`config.mk`:
```
export PLATFORM = sky130hd
export DESIGN_NAME = irq_wake_ctrl
export DESIGN_NICKNAME = d
export VERILOG_FILES = /design/src/rtl/irq_wake_pkg.sv /design/src/rtl/pin_fall_sync.sv /design/src/rtl/irq_prio_pick.sv /design/src/rtl/irq_wake_ctrl.sv
export SDC_FILE = /design/constraint.sdc
export NUM_CORES = 1
export LEC_CHECK = 0
export ABC_AREA = 1
export BUFFER_PORTS_ARGS = -buffer_cell sky130_fd_sc_hd__clkbuf_2
export CAP_MARGIN = 20
export CORE_ASPECT_RATIO = 1.75
export CORE_UTILIZATION = 50
export DETAILED_ROUTE_END_ITERATION = 10
export PLACE_DENSITY = 0.78
export SKIP_CTS_REPAIR_TIMING = 1
export SLEW_MARGIN = 20
export SYNTH_ARGS = -nofsm -noshare
export SYNTH_HDL_FRONTEND = slang
export SYNTH_HIERARCHICAL = 1
export SYNTH_SLANG_ARGS = --single-unit
```
`constraint.sdc`:
```
create_clock -name clk -period 2.1 [get_ports clk]
set_clock_uncertainty 0.15 [all_clocks]
set_input_delay 0.525 -clock clk [delete_from_list [all_inputs] [get_ports clk]]
set_output_delay 0.525 -clock clk [all_outputs]
set_load 0.01 [all_outputs]
```
`src/rtl/irq_wake_pkg.sv`:
```
package irq_wake_pkg;
    localparam int NUM_SRC  = 8;
    localparam int VEC_W    = 11;
    localparam int EXT_BIT  = 4;
    localparam int RSV_BIT  = 3;
    localparam logic [NUM_SRC-1:0] RSV_MASK = NUM_SRC'(1) << RSV_BIT;
    localparam logic [NUM_SRC-1:0] EXT_MASK = NUM_SRC'(1) << EXT_BIT;

    typedef struct packed {
        logic [NUM_SRC-1:0] evt;
        logic [NUM_SRC-1:0] ien;
        logic [NUM_SRC-1:0] hre;
        logic [NUM_SRC-1:0] wake;
        logic               gie;
        logic [VEC_W-1:0]   vec;
    } ctl_state_t;
endpackage

```
`src/rtl/pin_fall_sync.sv`:
```
module pin_fall_sync #(
    parameter int STAGES = 2
) (
    input  logic clk,
    input  logic rst_n,
    input  logic pin_async,
    output logic fall
);
    typedef struct packed {
        logic [STAGES-1:0] sync;
        logic              prev;
    } sync_state_t;

    sync_state_t s_d, s_q;

    always_comb begin
        s_d      = s_q;
        s_d.sync = {s_q.sync[STAGES-2:0], pin_async};
        s_d.prev = s_q.sync[STAGES-1];
    end

    always_ff @(posedge clk or negedge rst_n) begin
        if (!rst_n) s_q <= '{sync: '1, prev: 1'b1};
        else        s_q <= s_d;
    end

    assign fall = s_q.prev & ~s_q.sync[STAGES-1];

    // a detected edge lasts one cycle only
    a_r9_single_pulse: assert property (@(posedge clk) disable iff (!rst_n)
        fall |=> !fall);
endmodule

```
`src/rtl/irq_prio_pick.sv`:
```
module irq_prio_pick #(
    parameter int N  = 8,
    parameter int VW = 11
) (
    input  logic [N-1:0]  pend,
    output logic [N-1:0]  grant,
    output logic [VW-1:0] vec,
    output logic          any
);
    always_comb begin
        grant = '0;
        vec   = '0;
        for (int i = N - 1; i >= 0; i--) begin
            if (pend[i]) begin
                grant    = '0;
                grant[i] = 1'b1;
                vec      = VW'((i + 1) * 4);
            end
        end
        any = |pend;
    end
endmodule

```
`src/rtl/irq_wake_ctrl.sv`:
```
module irq_wake_ctrl
    import irq_wake_pkg::*;
(
    input  logic               clk,
    input  logic               rst_n,
    input  logic [NUM_SRC-1:0] src_pulse,
    input  logic               ext_pin,
    input  logic               ien_we,
    input  logic [NUM_SRC-1:0] ien_wdata,
    input  logic               hre_we,
    input  logic [NUM_SRC-1:0] hre_wdata,
    input  logic               clr_we,
    input  logic [NUM_SRC-1:0] clr_wdata,
    input  logic               gie_set,
    input  logic               gie_clr,
    input  logic               irq_ack,
    output logic               irq_req,
    output logic [VEC_W-1:0]   irq_vector,
    output logic               hold_release,
    output logic [NUM_SRC-1:0] evt_flags,
    output logic [NUM_SRC-1:0] wake_flags
);
    ctl_state_t st_d, st_q;

    logic               ext_fall;
    logic [NUM_SRC-1:0] set_vec;
    logic [NUM_SRC-1:0] pend;
    logic [NUM_SRC-1:0] grant;
    logic [VEC_W-1:0]   pick_vec;
    logic               pick_any;
    logic               ack_taken;

    pin_fall_sync #(.STAGES(2)) u_ext (
        .clk      (clk),
        .rst_n    (rst_n),
        .pin_async(ext_pin),
        .fall     (ext_fall)
    );

    assign set_vec = (src_pulse & ~(RSV_MASK | EXT_MASK))
                   | (ext_fall ? EXT_MASK : '0);
    assign pend    = st_q.evt & st_q.ien & {NUM_SRC{st_q.gie}};

    irq_prio_pick #(.N(NUM_SRC), .VW(VEC_W)) u_pick (
        .pend (pend),
        .grant(grant),
        .vec  (pick_vec),
        .any  (pick_any)
    );

    assign irq_req   = pick_any;
    assign ack_taken = irq_ack & pick_any;

    always_comb begin
        logic [NUM_SRC-1:0] clr_mask;
        logic [NUM_SRC-1:0] ack_mask;
        st_d     = st_q;
        clr_mask = clr_we    ? clr_wdata : '0;
        ack_mask = ack_taken ? grant     : '0;
        st_d.evt = ((st_q.evt & ~clr_mask & ~ack_mask) | set_vec) & ~RSV_MASK;
        if (ien_we) st_d.ien = ien_wdata;
        if (hre_we) st_d.hre = hre_wdata & ~RSV_MASK;
        if (ack_taken)                 st_d.gie = 1'b0;
        else if (gie_clr)              st_d.gie = 1'b0;
        else if (gie_set || ien_we)    st_d.gie = 1'b1;
        if (ack_taken) st_d.vec = pick_vec;
        st_d.wake = st_d.evt & st_d.hre;
    end

    always_ff @(posedge clk or negedge rst_n) begin
        if (!rst_n) st_q <= '0;
        else        st_q <= st_d;
    end

    assign irq_vector   = st_q.vec;
    assign evt_flags    = st_q.evt;
    assign wake_flags   = st_q.wake;
    assign hold_release = |st_q.wake;

    // reserved bit never set
    a_r1_reserved_zero: assert property (@(posedge clk) disable iff (!rst_n)
        evt_flags[RSV_BIT] == 1'b0);

    // a request always names exactly one winner
    a_r3_one_winner: assert property (@(posedge clk) disable iff (!rst_n)
        irq_req |-> $onehot(grant));

    // the winner is cleared unless re-set in the same cycle
    a_r4_winner_cleared: assert property (@(posedge clk) disable iff (!rst_n)
        ack_taken |=> (evt_flags & $past(grant) & ~$past(set_vec)) == '0);

    // no other flag moves on an acknowledge except through new pulses
    a_r4_others_kept: assert property (@(posedge clk) disable iff (!rst_n)
        (ack_taken && !clr_we) |=>
        ((evt_flags ^ $past(evt_flags)) & ~$past(grant) & ~$past(set_vec)) == '0);

    // inhibited after acceptance
    a_r5_inhibit_after_ack: assert property (@(posedge clk) disable iff (!rst_n)
        (ack_taken && !ien_we && !gie_set) |=> !irq_req);

    // a wake cause always has its event pending
    a_r6_wake_has_event: assert property (@(posedge clk) disable iff (!rst_n)
        hold_release |-> ((wake_flags & ~evt_flags) == '0));
endmodule

```
==> results of run 1 <==
power by group:
part           total (W)  switching, W  internal, W
Clock           0.000514      0.000282     0.000232
Combinational   0.000417      0.000246     0.000171
Sequential      0.000978     0.0000552     0.000923
worst register-to-register path: stages (launching register included):
cell and delay (ns):
sky130_fd_sc_hd__dfrtp_2 0.48, sky130_fd_sc_hd__nand2_2 0.11, sky130_fd_sc_hd__nor2_4 0.05, sky130_fd_sc_hd__nor2_4 0.14
sky130_fd_sc_hd__nand2_4 0.08, sky130_fd_sc_hd__nor2_2 0.08, sky130_fd_sc_hd__nand2_1 0.07, sky130_fd_sc_hd__buf_4 0.17
sky130_fd_sc_hd__nand2_4 0.15, sky130_fd_sc_hd__inv_4 0.08, sky130_fd_sc_hd__nor3_1 0.18
metrics by stage:
step | hold slack (ns) | setup WS, ns
5_1_grt | 0.0824 | -0.0806
6_report | 0.0446 | -0.0153
3_5_place_dp | 0.199 | 0.144
3_3_place_gp | 0.196 | 0.183
4_1_cts | 0.0649 | -0.182
2_1_floorplan | 0.0794 | 0.251
per-layer routing:
| layer | track usage [%] | wire length [um] | part of all wire, % |
|---|---|---|---|
| met5 | 0 | 0 | 0 |
| met4 | 8.55 | 131 | 3.0 |
| met1 | 19.9 | 1580 | 36 |
| met2 | 35.9 | 2450 | 56 |
| met3 | 5.22 | 205 | 4.7 |
flip-flops by register name, indices dropped and copies added (netlist names):
signal,flops
st_q,15
irq_vector,11
evt_flags,7
wake_flags,7
u_ext/s_d,2
u_ext/s_q,1
cell type report:
type	count	area, um2
fillers	394	1690
flip-flops and latches	43	1080
multi-input cells	152	763
repair buffers	73	405
inverters	36	138
clock buffers	6	72.6
well taps	49	61.3
clock inverters	2	12.5
final timing paths:
check | start | slack, ns | endpoint
setup / recovery | st_q[11] | -0.02 | irq_req
setup reg to reg | st_q[11] | 0.29 | st_q[11]
hold / removal | rst_n | 0.04 | st_q[29]
hold reg to reg | u_ext/s_d[2] | 0.21 | u_ext/s_d[0]
min in group clk | ext_pin | 0.15 | u_ext/s_d[2]
max in group asynchronous | rst_n | 1.17 | u_ext/s_d[2]
==> reports/metrics.sh, run 1 <==
WIDTH_OF_THE_CHIP_UM=52.7
GLOBAL_ROUTE.OVERFLOW_TOTAL=0
GLOBAL_ROUTE_WIRE_LENGTH_BEFORE_REPAIR_MM=6.96
CTS_ROOT_BUFFER='sky130_fd_sc_hd__clkbuf_8'
REMAINING_DRC_ERRORS=0
CP_NUM_CELLS=7
LAYOUT_MIN_CYCLE_TIME_NS=2.12
PATH_COMMON_CELL='sky130_fd_sc_hd__nor2_4'
DESIGN.CORE.AREA_UM2=4230
POST-ROUTE-PERIOD-UTIL_PCT=101
DRT_WL_TOTAL_MM=4.37
FINAL-MAX-SLEW-VIOLATION-COUNT=0
GRT_ANTENNA_BEFORE_REPAIR=0
VDD_DROP_MAX_V=0.000697
SYN_AREA_PER_CELL_UM2=8.51
POST_SYNTH_INSTANCE_AREA_UM2=2250
CP.ARRIVAL_NS=1.44
ROUTED-VIA-COUNT=1692
CLKTRANSATPATHREGS_NS=0.08
SYN2LAYOUT_AREA_GROWTH_PCT=12.8
CRITPATHTOPFAMILY='simple AND/OR/NAND/NOR gates'
POST_SYNTH_INST_COUNT=264
POST_DRT_WL_PER_CELL_UM=12.1
POST_DP_CELL_AREA_UM2=2370
HP_CLASS='in2async'
PLACE_HPWL_MM=3.31
WORST_SLEW_MARGIN_REL_PCT=63.9
PLACE_INST=347
SETUP-TNS-FINAL_NS=-0.0153
TOTALPOWERFINAL_W=0.00191
TIMING.CRITICAL_PATH.TO_TYPE='output pin'
TIMING.MAX_CAP.VIOLATIONS=0
RUN_STATUS='finished, violations left'
CTS_TREE='built'
ROUTED_VIA_DENSITY=4.69
TIGHTEST_SLEW_NS=0.542
MOSTFREQUENTLAYOUTCELLS='61 x sky130_fd_sc_hd__nand2_1, 61 x sky130_fd_sc_hd__clkbuf_2, 39 x sky130_fd_sc_hd__dfrtp_1'
POST-ROUTE-WORST-SETUP-SLACK_NS=-0.0153
FINAL-HOLD-VIOLATION-COUNT=0
CRIT_CHAIN='nand2_2, nor2_4, nor2_4, nand2_4, nor2_2, nand2_1, buf_2'
MAX_FO_CRITICAL_PATH=7
CTS.PATH.MAX_BUFFERS=2
RSZ0062_AT_GRT='true'
FINAL_CORE_UTIL_PCT=59.9
H-TREE-DEPTH=2
CLOCK_INSERTION_DELAY_WORST_SKEW_NS=0.30
ANTENNADIODECOUNT=0
GRT_PASS1_VIAS=1662
ACHIEVABLE-FREQUENCY_MHz=473
FIN_NETS=352
EFFECTIVE_UTILIZATION_AT_FLOORPLAN_PCT=53.1
CTS_MADE_BUFFERS=5
CTS_NUM_SINKS=43
DRIVE_ABOVE_1_SHARE_PCT=39.4
WORST_PATH_LARGEST_CELL_DELAY_NS=0.48
CELLPOWERDENSITY_nW_PER_UM2=754
CRIT_SLOWEST_CELL='sky130_fd_sc_hd__dfrtp_2'
FINALNONFILLERCELLS=361
TIMING_WORST_SETUP_PATH_TYPE='reg2out'
FIRST_ITER_VIOLATIONS=23
R2R_CELLS=10
DRT_PASS1_ITERATIONS=4
FLOORPLAN.IO_PINS=70
GRT_USAGE_PCT=19.8
TIMING.CRITICAL_PATH.BUF_INV=1
ROWS=31
ROUTABILITYCONGESTION=0.844
DIE_H_UM=90.7
POWER_LEAKAGE_nW=1.38
FINAL_AREA_UM2=2530
LARGEST_NET_DEGREE_AT_THE_START_OF_GLOBAL_ROUTING=25
BUFFERS_ON_PORTS=62
TIMING.CRITICAL_PATH.FROM_TYPE='register'
FAILED_CHECKS='negative setup slack'
YS_WARN_COUNT=6
ANT_NETS=0
SETUP_VIOL=1
FLOORPLAN.DIE_AREA_UM2=4770
CRITPATHREQUIREDTIME_NS=1.42
No activity file was read; power rests on OpenSTA's default activity.
==> run 2, diff against run 1 <==
CORE_ASPECT_RATIO = 2   (was 1.75)
CORE_MARGIN = 5   (was default)
==> reports/metrics.sh, run 2 (synthesis results as in run 1) <==
POWER_SWITCHING_SHARE_PCT=30.4
FAILED_CHECKS='negative setup slack'
FINAL-HOLD-VIOLATION-COUNT=0
FIN_NETS=347
TIMING.MAX_CAP.VIOLATIONS=0
RUN_STATUS='finished, violations left'
DESIGN.CORE.AREA_UM2=4340
CRITPATHREQUIREDTIME_NS=1.42
MOSTFREQUENTLAYOUTCELLS='62 x sky130_fd_sc_hd__nand2_1, 61 x sky130_fd_sc_hd__clkbuf_2, 39 x sky130_fd_sc_hd__dfrtp_1'
TOP_REGISTER='st_q'
POST-ROUTE-PERIOD-UTIL_PCT=101
CLKTRANSATPATHREGS_NS=0.08
TOTALPOWERFINAL_W=0.00189
CTS_MADE_BUFFERS=5
PWR-SHARE-CLK_PCT=26.9
LARGEST_REG_FLOPS=15
POWER.INTERNAL_W=0.00132
CLOCK_INSERTION_DELAY_WORST_SKEW_NS=0.29
CTS_ROOT_BUFFER='sky130_fd_sc_hd__clkbuf_8'
GLOBAL_ROUTE.OVERFLOW_TOTAL=0
FINAL-MAX-SLEW-VIOLATION-COUNT=0
CRITICAL_PATH.ENDPOINT='irq_req'
CRIT_CHAIN='nand2_2, nor2_4, nor2_4, nand2_4, nor2_2, nand2_1, buf_2'
BUFFERS_ON_PORTS=62
VDD_DROP_MAX_V=0.000535
DRIVE_ABOVE_1_SHARE_PCT=38.1
ACHIEVABLE-FREQUENCY_MHz=472
H-TREE-DEPTH=2
CRIT_START='st_q[11]'
CRIT_SLOWEST_CELL='sky130_fd_sc_hd__dfrtp_2'
SWITCHING_POWER_OF_THE_NETS_W=0.000576
SETUP-TNS-FINAL_NS=-0.0175
PLACE_HPWL_MM=3.65
POWER_LEAKAGE_nW=1.36
DRT_WL_TOTAL_MM=4.56
POWER.SEQUENTIAL.FRACTION_PCT=51.6
WORST_R2R_ENDPOINT='st_q[11]'
RSZ0062_AT_GRT='true'
GRT_USAGE_PCT=16.1
GRT_ANTENNA_BEFORE_REPAIR=0
FIRST_ITER_VIOLATIONS=30
ANTENNADIODECOUNT=0
ROWS=34
PATH_COMMON_CELL='sky130_fd_sc_hd__nor2_4'
LAYOUT.CELLS.MOST_COMMON='sky130_fd_sc_hd__nand2_1'
ROUTABILITYCONGESTION=0.839
CELLPOWERDENSITY_nW_PER_UM2=757
FILLERS=441
FLOORPLAN.DIE_AREA_UM2=6010
HP_CLASS='in2async'
FLOORPLAN.IO_PINS=70
WORST_SLEW_MARGIN_REL_PCT=61.2
ROUTED_VIA_DENSITY=4.57
R2R_SLACK_NS=0.13
MAX_FO_CRITICAL_PATH=8
GLOBAL_ROUTE_WIRE_LENGTH_BEFORE_REPAIR_MM=7.60
DIE_H_UM=105
POST-ROUTE-WORST-SETUP-SLACK_NS=-0.0175
GRT_PASS1_VIAS=1671
TIMING.CRITICAL_PATH.TO_TYPE='output pin'
WIDTH_OF_THE_CHIP_UM=57.4
CTS_NUM_SINKS=43
TIMING_WORST_SETUP_PATH_TYPE='reg2out'
TIGHTEST_SLEW_NS=0.582
WORST_PATH_LARGEST_CELL_DELAY_NS=0.48
CTS_TREE='built'
CP.ARRIVAL_NS=1.44
ANT_NETS=0
REMAINING_DRC_ERRORS=0
TIMING.CRITICAL_PATH.FROM_TYPE='register'
SYN2LAYOUT_AREA_GROWTH_PCT=11.3
CTS.PATH.MAX_BUFFERS=2
EFFECTIVE_UTILIZATION_AT_FLOORPLAN_PCT=51.8
LARGEST_NET_DEGREE_AT_THE_START_OF_GLOBAL_ROUTING=24
LAYOUT_MIN_CYCLE_TIME_NS=2.12
POST_DRT_WL_PER_CELL_UM=12.6
WORST_R2R_STARTPOINT='st_q[11]'
R2R_CELLS=11
POWER_FRAC_COMB_PCT=21.4
DRT_PASS1_ITERATIONS=4
ROUTED-VIA-COUNT=1651
SETUP_VIOL=1
run 2: changes by cell type in the layout (fill, tap and decap cells not counted), sizes merged:
cell and change:
buf -5
run 2: worst min path at each step:
stage / to / cells past startpoint / startpoint / slack, ns
floorplan: evt_flags[0] / 0 / rst_n / 0.08
global placement: u_ext/s_d[0] / 0 / u_ext/s_d[2] / 0.20
detailed placement: u_ext/s_d[0] / 0 / u_ext/s_d[2] / 0.20
CTS: st_q[21] / 1 / rst_n / 0.08
global route: wake_flags[2] / 1 / rst_n / 0.1
finish: st_q[22] / 1 / rst_n / 0.06
run 2: per-stage QoR:
step | std cells | hold slack (ns) | setup WS, ns | instance area (um2) | util, %
after CTS | 359 | 0.0796 | -0.238 | 2450 | 56.5
after floorplan | 274 | 0.0794 | 0.251 | 2280 | -
after global routing | 361 | 0.0978 | -0.0850 | 2500 | 57.6
after detailed placement | 351 | 0.198 | 0.0757 | 2370 | 54.5
after global placement | 351 | 0.196 | 0.156 | 2370 | 54.5
final | 361 | 0.0616 | -0.0175 | 2500 | 57.6
run 2: power groups by stage:
| stage | clock, W | combinational (W) | sequential (W) |
|---|---|---|---|
| after global routing | 0.000552 | 0.000458 | 0.000991 |
| after global placement | 0 | 0.000381 | 0.000990 |
| final | 0.000510 | 0.000406 | 0.000977 |
| after detailed placement | 0 | 0.000392 | 0.000993 |
| after floorplan | 0 | 0.000352 | 0.000974 |
| after CTS | 0.000524 | 0.000395 | 0.000977 |
run 2: layout make-up:
| type | count | area, um2 | share of cell area (%) |
|---|---|---|---|
| flip-flops and latches | 43 | 1080 | 43.2 |
| clock inverters | 2 | 12.5 | 0.501 |
| clock buffers | 6 | 72.6 | 2.90 |
| inverters | 36 | 138 | 5.51 |
| repair buffers | 68 | 368 | 14.7 |
| well taps | 54 | 67.6 | 2.70 |
| multi-input cells | 152 | 761 | 30.4 |
run 2: routing by layer:
metal	vias up	wire, um	GRT usage [%]
li1	838	-	-
met1	752	1550	16.0
met2	49	2590	30.3
met3	12	286	3.46
met4	0	137	7.30
met5	-	0	0
run 2: critical path, delay by kind of cell (launching register included):
family,cells,cell delay (ns)
buf+inv,1,0.15
flops,1,0.48
simple gates,6,0.53
